[config.mk]
export PLATFORM = sky130hd
export DESIGN_NAME = calseq_top
export DESIGN_NICKNAME = d
export VERILOG_FILES = /design/src/rtl/calseq_pkg.sv /design/src/rtl/calseq_step_table.sv /design/src/rtl/calseq_fsm.sv /design/src/rtl/calseq_status.sv /design/src/rtl/calseq_top.sv
export SDC_FILE = /design/constraint.sdc
export NUM_CORES = 1
export LEC_CHECK = 0
export CAP_MARGIN = 20
export CORE_AREA = 2 2 39 41
export DETAILED_ROUTE_END_ITERATION = 8
export DIE_AREA = 0 0 41 43
export DONT_BUFFER_PORTS = 1
export PLACE_DENSITY = 0.67
export SETUP_SLACK_MARGIN = 0.5
export SYNTH_ARGS = -nofsm -noshare
export SYNTH_HDL_FRONTEND = slang
export SYNTH_SLANG_ARGS = --single-unit
[constraint.sdc]
create_clock -name clk -period 1.5 [get_ports clk]
set_input_delay 0.075 -clock clk [delete_from_list [all_inputs] [get_ports clk]]
set_output_delay 0.075 -clock clk [all_outputs]
set_load 0.005 [all_outputs]
[src/rtl/calseq_pkg.sv]
package calseq_pkg;

  localparam int ADDR_W  = 16;
  localparam int DATA_W  = 16;
  localparam int FREQ_W  = 3;
  localparam int STEP_W  = 2;
  localparam int N_STEPS = 3;

  typedef enum logic {
    ST_IDLE = 1'b0,
    ST_RUN  = 1'b1
  } seq_state_e;

  // Internal register addresses for each step
  function automatic logic [ADDR_W-1:0] step_addr(input logic [STEP_W-1:0] step);
    case (step)
      2'd1:    step_addr = ADDR_W'(16'h0015);
      2'd2:    step_addr = ADDR_W'(16'h0012);
      default: step_addr = ADDR_W'(16'h1010);
    endcase
  endfunction

  // Receiver-detect measurement time, selected by the frequency code
  function automatic logic [7:0] meas_time(input logic [FREQ_W-1:0] code);
    case (code)
      3'd7:       meas_time = 8'h20;
      3'd3, 3'd4: meas_time = 8'h04;
      default:    meas_time = 8'h08;
    endcase
  endfunction

  // Loss-detector override: bias field, enable bit and level field
  function automatic logic [DATA_W-1:0] loss_value(input logic [2:0] bias,
                                                   input logic [4:0] level);
    loss_value = (DATA_W'(bias) << 13) | (DATA_W'(1) << 10) | DATA_W'(level);
  endfunction

  // Boost-level override
  function automatic logic [DATA_W-1:0] boost_value(input logic [2:0] lvl);
    boost_value = DATA_W'(lvl) << 13;
  endfunction

endpackage

[src/rtl/calseq_step_table.sv]
module calseq_step_table
  import calseq_pkg::*;
#(
  parameter int MEAS_LSB   = 4,
  parameter int LOSS_BIAS  = 5,
  parameter int LOSS_LEVEL = 9,
  parameter int BOOST_LVL  = 5
) (
  input  logic [STEP_W-1:0] step,
  input  logic [FREQ_W-1:0] code,
  output logic [ADDR_W-1:0] addr,
  output logic [DATA_W-1:0] data
);

  localparam logic [DATA_W-1:0] LOSS_WORD  = loss_value(3'(LOSS_BIAS), 5'(LOSS_LEVEL));
  localparam logic [DATA_W-1:0] BOOST_WORD = boost_value(3'(BOOST_LVL));

  always_comb begin
    addr = step_addr(step);
    case (step)
      2'd1:    data = LOSS_WORD;
      2'd2:    data = BOOST_WORD;
      default: data = DATA_W'(meas_time(code)) << MEAS_LSB;
    endcase
  end

endmodule

[src/rtl/calseq_fsm.sv]
module calseq_fsm
  import calseq_pkg::*;
(
  input  logic              clk,
  input  logic              rst_n,
  input  logic              start,
  input  logic [FREQ_W-1:0] freq_code,
  input  logic              wr_done,
  input  logic              wr_err,
  output logic              running,
  output logic [STEP_W-1:0] step,
  output logic [FREQ_W-1:0] code_q,
  output logic              ev_launch,
  output logic              ev_finish,
  output logic              ev_fail
);

  localparam logic [STEP_W-1:0] LAST_STEP = STEP_W'(N_STEPS);

  seq_state_e state_q;

  assign running   = (state_q == ST_RUN);
  assign ev_launch = !running && start;
  assign ev_fail   = running && wr_err;
  assign ev_finish = running && wr_done && !wr_err && (step == LAST_STEP);

  always_ff @(posedge clk) begin
    if (!rst_n) begin
      state_q <= ST_IDLE;
      step    <= '0;
      code_q  <= '0;
    end else if (ev_launch) begin
      state_q <= ST_RUN;
      step    <= STEP_W'(1);
      code_q  <= freq_code;
    end else if (ev_fail || ev_finish) begin
      state_q <= ST_IDLE;
    end else if (running && wr_done) begin
      step <= step + STEP_W'(1);
    end
  end

  // a start during a run leaves the step untouched
  a_r9_start_ignored: assert property (@(posedge clk) disable iff (!rst_n)
    running && start && !wr_done && !wr_err |=> running && $stable(step) && $stable(code_q));

  // an error ends the run
  a_r8_abort: assert property (@(posedge clk) disable iff (!rst_n)
    running && wr_err |=> !running);

  // steps advance one at a time
  a_r4_step_range: assert property (@(posedge clk) disable iff (!rst_n)
    running |-> (step != '0));

endmodule

[src/rtl/calseq_status.sv]
module calseq_status
  import calseq_pkg::*;
(
  input  logic              clk,
  input  logic              rst_n,
  input  logic              ev_launch,
  input  logic              ev_finish,
  input  logic              ev_fail,
  input  logic [STEP_W-1:0] step,
  output logic              seq_done,
  output logic              seq_err,
  output logic [STEP_W-1:0] fail_step
);

  always_ff @(posedge clk) begin
    if (!rst_n) begin
      seq_done  <= 1'b0;
      seq_err   <= 1'b0;
      fail_step <= '0;
    end else begin
      seq_done <= ev_finish || ev_fail;
      seq_err  <= ev_fail;
      if (ev_launch)    fail_step <= '0;
      else if (ev_fail) fail_step <= step;
    end
  end

  // end-of-run pulses last one cycle
  a_r11_done_pulse: assert property (@(posedge clk) disable iff (!rst_n)
    seq_done |=> !seq_done);

  a_r11_err_pulse: assert property (@(posedge clk) disable iff (!rst_n)
    seq_err |=> !seq_err);

  // an error pulse names a step
  a_r8_step_named: assert property (@(posedge clk) disable iff (!rst_n)
    seq_err |-> seq_done && (fail_step != '0));

  // success leaves the failed-step field clear
  a_r7_clean_success: assert property (@(posedge clk) disable iff (!rst_n)
    seq_done && !seq_err |-> fail_step == '0);

  // a launch clears the failed-step field
  a_r10_clear: assert property (@(posedge clk) disable iff (!rst_n)
    ev_launch |=> fail_step == '0);

endmodule

[src/rtl/calseq_top.sv]
module calseq_top
  import calseq_pkg::*;
(
  input  logic        clk,
  input  logic        rst_n,
  input  logic        start,
  input  logic [2:0]  freq_code,
  output logic        wr_req,
  output logic [15:0] wr_addr,
  output logic [15:0] wr_data,
  input  logic        wr_done,
  input  logic        wr_err,
  output logic        seq_done,
  output logic        seq_err,
  output logic [1:0]  fail_step
);

  logic              running;
  logic [STEP_W-1:0] step;
  logic [FREQ_W-1:0] code_q;
  logic              ev_launch;
  logic              ev_finish;
  logic              ev_fail;

  calseq_fsm u_fsm (
    .clk       (clk),
    .rst_n     (rst_n),
    .start     (start),
    .freq_code (freq_code),
    .wr_done   (wr_done),
    .wr_err    (wr_err),
    .running   (running),
    .step      (step),
    .code_q    (code_q),
    .ev_launch (ev_launch),
    .ev_finish (ev_finish),
    .ev_fail   (ev_fail)
  );

  calseq_step_table u_table (
    .step (step),
    .code (code_q),
    .addr (wr_addr),
    .data (wr_data)
  );

  calseq_status u_status (
    .clk       (clk),
    .rst_n     (rst_n),
    .ev_launch (ev_launch),
    .ev_finish (ev_finish),
    .ev_fail   (ev_fail),
    .step      (step),
    .seq_done  (seq_done),
    .seq_err   (seq_err),
    .fail_step (fail_step)
  );

  assign wr_req = running;

  // the request holds steady while no response is given
  a_r6_hold: assert property (@(posedge clk) disable iff (!rst_n)
    wr_req && !wr_done && !wr_err |=> wr_req && $stable(wr_addr) && $stable(wr_data));

  // no request follows a failed write
  a_r8_req_drop: assert property (@(posedge clk) disable iff (!rst_n)
    wr_req && wr_err |=> !wr_req);

  // an idle start raises the request on step 1
  a_r2_launch: assert property (@(posedge clk) disable iff (!rst_n)
    !wr_req && start |=> wr_req && (wr_addr == 16'h0015));

  // the end pulse coincides with the request dropping
  a_r7_done_idle: assert property (@(posedge clk) disable iff (!rst_n)
    seq_done |-> !wr_req);

endmodule

==> reports/qor.yml <==
status:
  run_status: "finished clean"
setup_path:
  startpoint_type: "flip-flop"
  cp_delay_by_family_top: "flip-flops"
  timing.critical_path.slowest_cell_delay_ns: 0.38
  worst_path_max_delay_cell: "dfxtp_4"
  worstPathBufferInverterCount: 1
  worst_setup_path_end_kind: "output pin"
  critPathKind: "reg2out"
  crit_path_cell_trace: "inv_4, ha_4, nand2_2, nor2_2"
  cp.arrival_ns: 1.14
  crit_required_ns: 1.42
  worst-path-max-fanout: 6
logic_synthesis:
  number_of_storage_elements_in_the_synthesis_netlist: 10
  synth_top_area_frac: 0.294
  postSynthAreaPerCell_um2: 8.62
  synth_warnings: 0
  synth_area_um2: 689
  synth_top_cells_by_area: "buf_4, dfxtp_1, ha_1"
  synth-seq-area-share: 0.290
  yosysTopAreaCell: "buf_4"
  ys_types: 20
  post_synth_inst_count: 80
detailed_routing:
  drt-total-wl_um: 1120
  drc_errors: 0
  drt_first_iter_violations: 4
  via_per_inst: 4.52
  first_pass_iters: 4
  detail_route.wl_per_cell_um: 11.1
  num_vias: 457
  route.antenna.remaining_nets: 0
timing:
  grt_setup_unrepaired: "true"
  layout_min_cycle_time_ns: 1.22
  timing.setup.tns_ns: 0
  setup_viol: 0
  final-max-slew-violation-count: 0
  period_share: 0.812
  timing.final.hold_violations: 0
  skew_ns: 0.000652
  max_freq_ghz: 0.821
layout:
  layout-area-overhead-vs-synth_pct: 10.9
  n_antenna_cell: 0
  layout-drive-gt1-share: 0.294
  layout.nets: 97
  n_fill_cell: 137
global_routing:
  grt-ovfl-total: 0
  grt_max_degree: 11
  grt.total_usage: 0.134
  first_global_vias: 363
  antenna_violations_before_repair: 0
  grt_pass1_wl_um: 1550
clock_network:
  clkSlewWorstSetupHoldPaths_ns: 0.07
  cts_sinks: 10
  number_of_buffers_between_clock_root_and_the_deepest_sink: 2
  cts_buffers: 3
  worst_skew_pair.late_latency_ns: 0.27
  h-tree-depth: 1
  cts_root_buf: "clkbuf_4"
  cts_tree: "built"
place:
  finalWeightedCongestion: 0.714
  detailed_place_hpwl_um: 762
  port_buffers: 0
flow_run:
  cap_violations: 0
die:
  floorplan.initialDensity: 0.498
  fp.dieH_um: 43
  die_width_um: 41
  io-pin-count: 45
  floorplan.core_area_um2: 1380
  dieArea_um2: 1760
  fp-row-count: 14
power:
  leakagePower_uw: 0.000346
  power.density_nw_per_um2: 864
  fin_total_pwr_uw: 660
  irDropWorstVdd_mv: 0.614
min_path:
  timing.hold.worst.class: "in2reg"
==> final timing paths <==
check / cells after the start / to / startpoint / slack [ns]
max: 4 / wr_data[9] / u_fsm.step[0] / 0.28
max reg2reg: 4 / u_fsm.step[1] / u_fsm.step[0] / 0.31
min: 3 / u_status.fail_step[1] / start / 0.03
min reg2reg: 2 / u_fsm.code_q[1] / u_fsm.code_q[1] / 0.56
==> tightest hold or removal path, cell delays in order <==
cell     delay, ns
nor3b_1       0.02
a21oi_1       0.10
nor2b_1       0.05
==> synthesized netlist by cell type, drive strengths merged <==
cell	count
ha	3
mux2i	3
nor3b	3
nand2b	1
buf	27
o21a	1
dfxtp	10
and3	1
conb	2
nor2b	5
and4bb	1
nand2	6
a21boi	2
a21oi	3
mux2	2
nor2	5
a211oi	1
inv	3
xnor2	1
==> metrics by stage <==
stage / cell area (µm²) / hold WS [ns] / setup WS (ns) / instances / util
after floorplan: 769 / 0.201 / 0.407 / 98 / -
after global placement: 579 / 0.205 / 0.367 / 87 / 0.419
after detailed placement: 579 / 0.210 / 0.349 / 87 / 0.419
after CTS: 724 / 0.0248 / 0.277 / 99 / 0.524
after global routing: 764 / 0.0427 / 0.232 / 101 / 0.552
final: 764 / 0.0260 / 0.282 / 101 / 0.552
==> cells in the final DEF (no fill, tap or decap), drive strengths merged, types with 2 or more instances in the layout <==
| cell type | n |
|---|---|
| a21boi | 2 |
| a21oi | 3 |
| buf | 2 |
| clkbuf | 5 |
| conb | 20 |
| dfxtp | 10 |
| dlygate4sd3 | 7 |
| ha | 3 |
| inv | 3 |
| mux2 | 2 |
| mux2i | 3 |
| nand2 | 6 |
| nor2 | 5 |
| nor2b | 5 |
| nor3b | 3 |
==> sequential cells by signal, summed over array words and instances, names as in the netlist <==
signal	cells
u_status.seq_err	1
u_status.seq_done	1
u_status.fail_step	2
u_fsm.step	2
u_fsm.running	1
u_fsm.code_q	3
==> cell type report <==
class | instances | area (µm²) | area share
repair buffers | 10 | 90.1 | 0.118
flip-flops and latches | 10 | 209 | 0.273
clock buffers | 4 | 36.3 | 0.0475
multi-input cells | 58 | 395 | 0.517
well taps | 16 | 20.0 | 0.0262
inverters | 3 | 13.8 | 0.0180
==> per-layer routing <==
metal | up-vias | routed length, µm | GRT usage
li1 | 219 | - | -
met1 | 211 | 399 | 0.141
met2 | 27 | 589 | 0.209
met3 | 0 | 130 | 0.0733
met4 | 0 | 0 | 0.0600
met5 | - | 0 | 0
==> logic make-up (layout without fill, tap and decap cells) <==
family,after synthesis,after routing,share of synthesized area
and+or+nand+nor,22,22,0.180
DFF,10,10,0.290
adders and majority gates,3,3,0.0545
xor gates and xnor gates,1,1,0.0127
other,2,20,0.0109
muxes,5,5,0.0762
buffers and inverters,30,17,0.310
AOI/OAI and AO/OA,7,7,0.0653
==> timing repair <==
item	in CTS	in global routing
endpoints found under the hold margin	10	0
hold buffers	7	0
gates resized for setup	9	10
buffers inserted	1	2
pin swaps	3	4
setup endpoints to repair	17	20
==> power by group <==
group	internal (µW)	switching (µW)	leakage, µW
Combinational	59.5	61.4	0.000242
Clock	147	99.1	0.0000210
Sequential	278	14.9	0.0000835
Total	485	175	0.000346
Power figures use the tool's default switching activity.
